===== src/rtl/burst4_pkg.sv =====
package burst4_pkg;
  typedef enum logic [1:0] {
    ST_IDLE    = 2'd0,
    ST_WGATHER = 2'd1,
    ST_RFETCH  = 2'd2,
    ST_RBEAT   = 2'd3
  } steer_st_e;
endpackage


===== src/rtl/burst_gather.sv =====
module burst_gather #(
  parameter int DW = 16,
  parameter int NL = 2
) (
  input  logic            clk,
  input  logic            rst_n,
  input  logic            load,
  input  logic [1:0]      start,
  input  logic            fire,
  input  logic [DW-1:0]   beat_data,
  input  logic [NL-1:0]   beat_mask,
  output logic [4*DW-1:0] full_word,
  output logic [4*NL-1:0] full_mask
);
  logic [1:0]      ptr;
  logic [4*DW-1:0] acc_word;
  logic [4*NL-1:0] acc_mask;

  // next-state view including the beat accepted this cycle
  for (genvar q = 0; q < 4; q++) begin : g_quarter
    always_comb begin
      if (fire && ptr == q[1:0]) begin
        full_word[q*DW +: DW] = beat_data;
        full_mask[q*NL +: NL] = beat_mask;
      end else begin
        full_word[q*DW +: DW] = acc_word[q*DW +: DW];
        full_mask[q*NL +: NL] = acc_mask[q*NL +: NL];
      end
    end
  end

  always_ff @(posedge clk) begin
    if (!rst_n) begin
      ptr      <= '0;
      acc_word <= '0;
      acc_mask <= '0;
    end else if (load) begin
      ptr      <= start;
      acc_mask <= '0;
    end else if (fire) begin
      ptr      <= ptr + 2'd1;
      acc_word <= full_word;
      acc_mask <= full_mask;
    end
  end

  AST_GATHER_STEP: assert property (@(posedge clk) disable iff (!rst_n)
    fire |=> ptr == $past(ptr) + 2'd1);
endmodule


===== src/rtl/word_store.sv =====
module word_store #(
  parameter int WW = 64,
  parameter int WM = 8,
  parameter int IW = 4,
  parameter int LW = 8
) (
  input  logic          clk,
  input  logic          rst_n,
  input  logic          commit,
  input  logic [IW-1:0] c_idx,
  input  logic [WW-1:0] c_word,
  input  logic [WM-1:0] c_mask,
  input  logic          rd_en,
  input  logic [IW-1:0] r_idx,
  output logic [WW-1:0] r_word
);
  localparam int DEPTH = 1 << IW;

  logic [WW-1:0] mem [DEPTH];
  logic          pend_valid;
  logic [IW-1:0] pend_idx;
  logic [WW-1:0] pend_word;
  logic [WM-1:0] pend_mask;
  logic [WW-1:0] merged;
  logic          hit;

  assign hit = pend_valid && (pend_idx == r_idx);

  for (genvar l = 0; l < WM; l++) begin : g_lane
    assign merged[l*LW +: LW] = (hit && pend_mask[l]) ? pend_word[l*LW +: LW]
                                                      : mem[r_idx][l*LW +: LW];
  end

  always_ff @(posedge clk) begin
    if (!rst_n) begin
      for (int i = 0; i < DEPTH; i++) mem[i] <= '0;
      pend_valid <= 1'b0;
      pend_idx   <= '0;
      pend_word  <= '0;
      pend_mask  <= '0;
    end else if (commit) begin
      if (pend_valid) begin
        for (int l = 0; l < WM; l++) begin
          if (pend_mask[l]) mem[pend_idx][l*LW +: LW] <= pend_word[l*LW +: LW];
        end
      end
      pend_valid <= 1'b1;
      pend_idx   <= c_idx;
      pend_word  <= c_word;
      pend_mask  <= c_mask;
    end
  end

  always_ff @(posedge clk) begin
    if (!rst_n) r_word <= '0;
    else if (rd_en) r_word <= merged;
  end

  AST_PEND_HELD: assert property (@(posedge clk) disable iff (!rst_n)
    commit |=> pend_valid && pend_idx == $past(c_idx));
  AST_NO_RW_MIX: assert property (@(posedge clk) disable iff (!rst_n)
    !(commit && rd_en));
endmodule


===== src/rtl/burst_issue.sv =====
module burst_issue #(
  parameter int DW     = 16,
  parameter bit PRESET = 1'b1
) (
  input  logic            clk,
  input  logic            rst_n,
  input  logic            load,
  input  logic [1:0]      start,
  input  logic            adv,
  input  logic [4*DW-1:0] word_in,
  output logic [DW-1:0]   beat_out
);
  logic [1:0]    ptr;
  logic [DW-1:0] quarter [4];

  for (genvar q = 0; q < 4; q++) begin : g_split
    assign quarter[q] = word_in[q*DW +: DW];
  end

  assign beat_out = quarter[ptr];

  always_ff @(posedge clk) begin
    if (!rst_n)    ptr <= '0;
    else if (load) ptr <= start;
    else if (adv)  ptr <= ptr + 2'd1;
  end

  AST_BEAT_STEP: assert property (@(posedge clk) disable iff (!rst_n)
    adv && $past(adv) |-> ptr == $past(ptr) + 2'd1);
  AST_NARROW_BASE: assert property (@(posedge clk) disable iff (!rst_n)
    (!PRESET && adv && !$past(adv)) |-> ptr == 2'd0);
endmodule


===== src/rtl/burst4_steer.sv =====
module burst4_steer
  import burst4_pkg::*;
#(
  parameter int DW        = 16,
  parameter int LANE_W    = 8,
  parameter int AW        = 6,
  parameter bit WIDE_MODE = 1'b1
) (
  input  logic                 clk,
  input  logic                 rst_n,
  input  logic                 cmd_valid,
  output logic                 cmd_ready,
  input  logic                 cmd_write,
  input  logic [AW-1:0]        cmd_addr,
  input  logic                 wd_valid,
  output logic                 wd_ready,
  input  logic [DW-1:0]        wd_data,
  input  logic [DW/LANE_W-1:0] wd_mask,
  output logic                 rd_valid,
  output logic [DW-1:0]        rd_data
);
  localparam int NL = DW / LANE_W;
  localparam int WW = 4 * DW;
  localparam int WM = 4 * NL;
  localparam int IW = AW - 2;

  steer_st_e     st;
  logic [1:0]    cnt;
  logic [1:0]    start_c;
  logic [1:0]    start_q;
  logic [IW-1:0] idx_q;
  logic          accept;
  logic          wd_fire;
  logic          wr_done;
  logic [WW-1:0] g_word;
  logic [WM-1:0] g_mask;
  logic [WW-1:0] r_word;

  if (WIDE_MODE) begin : g_preset
    assign start_c = cmd_addr[1:0];
  end else begin : g_fixed
    assign start_c = 2'b00;
  end

  assign cmd_ready = (st == ST_IDLE);
  assign wd_ready  = (st == ST_WGATHER);
  assign rd_valid  = (st == ST_RBEAT);
  assign accept    = cmd_valid && cmd_ready;
  assign wd_fire   = wd_valid && wd_ready;
  assign wr_done   = wd_fire && (cnt == 2'd3);

  always_ff @(posedge clk) begin
    if (!rst_n) begin
      st      <= ST_IDLE;
      cnt     <= '0;
      start_q <= '0;
      idx_q   <= '0;
    end else begin
      case (st)
        ST_IDLE: if (accept) begin
          idx_q   <= cmd_addr[AW-1:2];
          start_q <= start_c;
          cnt     <= '0;
          st      <= cmd_write ? ST_WGATHER : ST_RFETCH;
        end
        ST_WGATHER: if (wd_fire) begin
          cnt <= cnt + 2'd1;
          if (cnt == 2'd3) st <= ST_IDLE;
        end
        ST_RFETCH: begin
          cnt <= '0;
          st  <= ST_RBEAT;
        end
        default: begin
          cnt <= cnt + 2'd1;
          if (cnt == 2'd3) st <= ST_IDLE;
        end
      endcase
    end
  end

  burst_gather #(.DW(DW), .NL(NL)) u_gather (
    .clk(clk), .rst_n(rst_n),
    .load(accept && cmd_write), .start(start_c),
    .fire(wd_fire), .beat_data(wd_data), .beat_mask(wd_mask),
    .full_word(g_word), .full_mask(g_mask)
  );

  word_store #(.WW(WW), .WM(WM), .IW(IW), .LW(LANE_W)) u_store (
    .clk(clk), .rst_n(rst_n),
    .commit(wr_done), .c_idx(idx_q), .c_word(g_word), .c_mask(g_mask),
    .rd_en(st == ST_RFETCH), .r_idx(idx_q), .r_word(r_word)
  );

  burst_issue #(.DW(DW), .PRESET(WIDE_MODE)) u_issue (
    .clk(clk), .rst_n(rst_n),
    .load(st == ST_RFETCH), .start(start_q),
    .adv(rd_valid), .word_in(r_word), .beat_out(rd_data)
  );

  AST_BUS_EXCL: assert property (@(posedge clk) disable iff (!rst_n)
    !(rd_valid && wd_ready));
  AST_CMD_BUSY: assert property (@(posedge clk) disable iff (!rst_n)
    accept |=> !cmd_ready);
  AST_RD_FOUR: assert property (@(posedge clk) disable iff (!rst_n)
    rd_valid && cnt == 2'd3 |=> !rd_valid && cmd_ready);
  AST_WR_END: assert property (@(posedge clk) disable iff (!rst_n)
    wr_done |=> cmd_ready && !wd_ready);
endmodule


===== config.mk =====
export PLATFORM = sky130hd
export DESIGN_NAME = burst4_steer
export DESIGN_NICKNAME = d
export VERILOG_FILES = /design/src/rtl/burst4_pkg.sv /design/src/rtl/burst_gather.sv /design/src/rtl/word_store.sv /design/src/rtl/burst_issue.sv /design/src/rtl/burst4_steer.sv
export SDC_FILE = /design/constraint.sdc
export NUM_CORES = 2
export LEC_CHECK = 0
export BUFFER_PORTS_ARGS = -buffer_cell sky130_fd_sc_hd__buf_2
export CAP_MARGIN = 20
export CELL_PAD_IN_SITES_DETAIL_PLACEMENT = 0
export CELL_PAD_IN_SITES_GLOBAL_PLACEMENT = 2
export CORE_MARGIN = 2
export CORE_UTILIZATION = 45
export CTS_CLUSTER_SIZE = 28
export DETAILED_ROUTE_END_ITERATION = 10
export PLACE_DENSITY = 0.82
export SLEW_MARGIN = 20
export SYNTH_ARGS = -nofsm -noshare
export SYNTH_HDL_FRONTEND = slang
export SYNTH_SLANG_ARGS = --single-unit

===== constraint.sdc =====
create_clock -name clk -period 3.05 [get_ports clk]
set_input_delay 0.1525 -clock clk [delete_from_list [all_inputs] [get_ports clk]]
set_output_delay 0.1525 -clock clk [all_outputs]
set_load 0.03 [all_outputs]

Word level (Yosys, flattened, before mapping)
Memories as Yosys holds them, arrays and structs flattened. A register that Yosys moved wholly into a read port is not among the register bits.
Index checks and enable logic that the tools add are counted.

operators by class
  reduce and logical (&&, ||, !) cells = 26
  magnitude comparators = 1
  add/sub/neg operators = 3
  equal/unequal tests = 10
  bitwise logic cells = 3
  mux-type cells = 77

operator list
  operator             number
  $mux 16              6
  $mux 8               9
  $mux 64              1
  $reduce_or 64->1     1
  $mux 1               41
  $bmux 16 s2          1
  $mux 2               14
  $logic_and 1x1->1    17
  $mux 4               3
  $pmux 2 s3           2
  $eq 2x2->1 const B   5
  $add 2x1->2 const B  3
  $reduce_and 2->1     3
  $eq 2x1->1 const B   2
  $eq 4x4->1           1
  $logic_not 2->1      2
  $ne 2x1->1 const B   2
  $reduce_bool 2->1    2
  $ge 3x3->1 const B   1
  $not 2->3            1
  $not 1->1            2
  $reduce_or 2->1      1

word-level totals
  bits of input ports = 29
  register bits after elaboration = 227
  memories = 1
  output and inout bits = 19
  bits in writable memories = 1024

memory list
  name         depth  width  rd ports  clocked after Yosys merged registers in  write ports  RTL line          text
  u_store.mem  16     64     1         1                                        16           word_store.sv:19  logic [WW-1:0] mem [DEPTH];

Depth between registers and ports, before layout
  depth in word-level cells = 8
  depth in mapped cells = 9
  gate-level depth less buffers = 6

By module
From an unflattened synthesis, not the netlist that was laid out.

unflattened totals
  cells, all modules = 4430
  area, all modules = 57861.7 um^2

modules (own cells, without submodules)
  module        cells an instance  sequential area each (um^2)  times used  area an instance (um^2)
  word_store    3985               33572.2                      1           53097.2
  burst_gather  360                1481.4                       1           3711.1
  burst_issue   29                 40.0                         1           534.3
  burst4_steer  56                 200.2                        1           519.2

Least setup slack after synthesis
No wires, ideal clock.

  kind = flip-flop to flip-flop
  start = reg cnt[0]
  end = mem u_store.mem[10][32], enable pin
  stages on the path, launching flop included = 8
  path slack = 0.664 ns
  data arrival time = 2.002 ns
  library setup time = 0.384 ns
  clock period less this slack = 2.386 ns
  cells stage by stage = dfxtp_1 > ha_1 > and3_1 > clkbuf_1 > buf_2 > nand3_1 > clkbuf_1 > o21ai_0

RTL lines
  what                    RTL line            text
  from (decl)             burst4_steer.sv:28  logic [1:0] cnt;
  from (signal assigned)  burst4_steer.sv:67  cnt <= cnt + 2'd1;
  from (signal assigned)  burst4_steer.sv:75  cnt <= cnt + 2'd1;
  to (decl)               word_store.sv:19

==> metrics.md <==
| Metric | Value |
|---|---|
| Origin of the worst setup path | `st[1]` |
| Vias per inst | `5.63` |
| Post-route DRC | `0` |
| # clock sinks | `1,255` |
| Power Density | `606 nW/um2` |
| Commonest cells in the netlist | `and2_1 (1,027), edfxtp_1 (1,024), mux4_2 (272), dfxtp_1 (231), clkbuf_1 (214)` |
| Cell count after synthesis | `3,853` |
| Initial antenna violation count | `9` |
| Area of the core | `122,000 um2` |
| I/O Buffers | `47` |
| Hold Path Class | `primary input to flop` |
| WL/cell | `26.2 um` |
| Max cap viols | `0` |
| Post-CTS setup buffer count | `0` |
| Total Routing Usage GR | `23.9%` |
| Tightest Pin Transition | `1140 ps` |
| Starting Density | `45.5%` |
| Final WS setup | `331 ps` |
| Min-Delay Startpoint | `rst_n` |
| GPL Wtd Cong | `0.813` |
| Launch point of the worst reg-to-reg path | `st[1]` |
| I/O Pins | `48` |
| Synthesized area | `55,600 um2` |
| #FFs+latches synth | `1,255` |
| Post-synth top area share | `55.3%` |
| Fmax | `368 MHz` |
| Relative slew slack | `24.0%` |
| CP required | `3490 ps` |
| Post-Route WL | `150,000 um` |
| Worst path cell trace | `and3b_1 -> nand3_1 -> o21ai_0 -> buf_4` |
| Full die area | `126,000 um2` |
| Most frequent cell after synthesis | `and2_1` |
| Critical path capture point type | `flop` |
| Sequential area share after synthesis | `63.6%` |
| Netlist cell types | `40` |
| Status | `completed` |
| Final Hold Violating Endpoints | `0` |
| Arrival @ worst endpoint | `3160 ps` |
| Slowest library cell on the worst path | `o21ai_0` |
| Largest net degree at the start of global routing | `75` |
| Total Neg Setup Slack | `0 ps` |
| Post-route antenna net violation count | `0` |
| CTS Buf Count | `139` |
| Synth area leader | `edfxtp_1` |
| CTS root buf | `clkbuf_16` |
| Tcrit/Tclk final | `89.2%` |
| CTS tree | `built` |
| Synthesized Nets | `3,887` |
| # resized after CTS | `0` |
| Setup violators final | `0` |
| DRT Pass-1 Iters | `6` |
| First DRT Iteration DRCs | `2,945` |
| Post-synth EDFFs | `1,024` |
| CP Max Fanout | `11` |
| Fraction of layout cells with a size suffix above 1 | `18.1%` |
| CP Launch Type | `flop` |
| First-pass GRT wire length | `220,000 um` |
| Synth top area cells | `edfxtp_1 (55%), and2_1 (12%), mux4_2 (11%)` |
| Synth warnings | `0` |
| Critical path type | `flop to flop` |
| Most used DFF post-synth | `edfxtp_1` |
| Vias | `32,260` |
| Worst Skew | `34.2 ps` |
| CTS H-Tree Depth | `4` |
| RSZ-0062 raised after global routing | `false` |
| DIE WIDTH | `356 um` |
| Final min period | `2720 ps` |
| Die Y | `356 um` |
| Vias in the first global route | `32,246` |
| Syn_area_per_cell | `14.4 um2` |
| Async SR Flop Fraction | `0%` |
| Clk slew on worst S/H paths | `60 ps` |
| Max-slew violations | `0` |
| # rows | `128` |
| Worst-Skew Late Latency | `750 ps` |
| Synthesis-to-finish area growth | `13.5%` |
| Setup Slack @ Placement | `362 ps` |
| Fin nets | `4,021` |
| CTS Buffer Depth | `3` |
| Peak VDD IR | `566 uV` |
| Pleak | `0.0231 uW` |
| Largest stage delay, worst path | `830 ps` |
| Post-DP HPWL | `98,400 um` |
| Total global routing overflow | `0` |
## logic make-up (layout without fill, tap and decap cells)
kind of cell	after synthesis	in the layout	share of synthesized area, %
AND/OR/NAND/NOR	1525	1525	15.8
buffers and inverters	297	544	2.33
flip-flops	1255	1255	63.6
AO/OA/AOI/OAI	418	418	5.74
multiplexers	349	349	12.4
other	0	2	0
adder cells (fa/ha/maj)	5	5	0.112
XOR/XNOR	4	4	0.0765
## path summary, 6_finish.rpt
| check | end | slack (ps) | depth (start not counted) |
|---|---|---|---|
| worst max-delay path | u_store.mem[3][50] | 330 | 4 |
| worst min-delay path | u_store.pend_valid | 200 | 4 |
| worst min register to register | cnt[1] | 470 | 2 |
| worst max register to register | u_store.mem[3][50] | 330 | 4 |
## registers in the layout, summed over array words and instances (netlist names), 2 cells and up, named ones only
register,flops
u_gather.ptr,2
u_gather.acc_mask,8
start_q,2
u_store.r_word,64
cnt,2
u_store.pend_idx,4
u_gather.acc_word,64
u_issue.ptr,2
u_store.pend_word,64
u_store.pend_mask,8
u_store.mem,1024
idx_q,4
st,2
## stage by stage
stage | hold WS [ps] | power, uW | instances | area [um2] | util [%]
after floorplan | 293 | 21300 | 3853 | 55600 | -
after global placement | 423 | 22200 | 5441 | 58400 | 47.8
after detailed placement | 432 | 22300 | 5441 | 58400 | 47.8
after CTS | 165 | 38500 | 5725 | 63100 | 51.7
after global routing | 208 | 39400 | 5725 | 63100 | 51.7
final | 199 | 38300 | 5727 | 63200 | 51.7
## what timing repair did
| item | 4_1_cts | 5_1_grt |
|---|---|---|
| hold endpoints to repair | 145 | 0 |
| hold buffers | 30 | 0 |
| endpoints found under the setup margin | 0 | 0 |
## final cells by class
class / instances / area [um2]
fillers: 10154 / 59000
flip-flops and latches: 1255 / 35400
multi-input cells: 2301 / 19000
clock buffers: 205 / 3950
repair buffers: 284 / 2260
well taps: 1625 / 2030
clock inverters: 49 / 468
inverters: 6 / 22.5
diodes: 2 / 5.00
## report_power, final
part	switching, uW	internal (uW)
sequential	276	19200
combinational	1390	1070
clock	6830	9510
## metal layers
metal,up-vias,wire length [um],share of wire (%),GRT usage [%]
li1,14559,-,-,-
met1,16344,64000,43,33.5
met2,1113,68900,46,36.8
met3,234,12800,8.5,5.86
met4,10,4330,2.9,7.58
met5,-,61,0.041,0
## cells in the final DEF, fill, tap and decap left out, types with 30 or more instances in the layout
cell,netlist,routed
nor2b_1,79,77
mux2i_1,77,77
edfxtp_1,1024,1024
a221o_1,64,64
a22oi_1,129,129
nand2_1,176,176
nor2_1,137,136
o211a_1,72,72
mux4_2,272,272
buf_2,48,46
buf_4,6,194
and3_1,81,81
dlygate4sd3_1,0,30
and2_1,1027,1025
clkbuf_16,0,145
dfxtp_1,231,229
o21ai_0,124,124
clkbuf_1,214,50
## worst max-delay path: cells and delay by family, from the launching register on
family	cells	cell delay (ps)
flops	1	300
simple gates	2	1010
buf+inv	1	280
compound gates	1	830
Power figures use the tool's default switching activity.
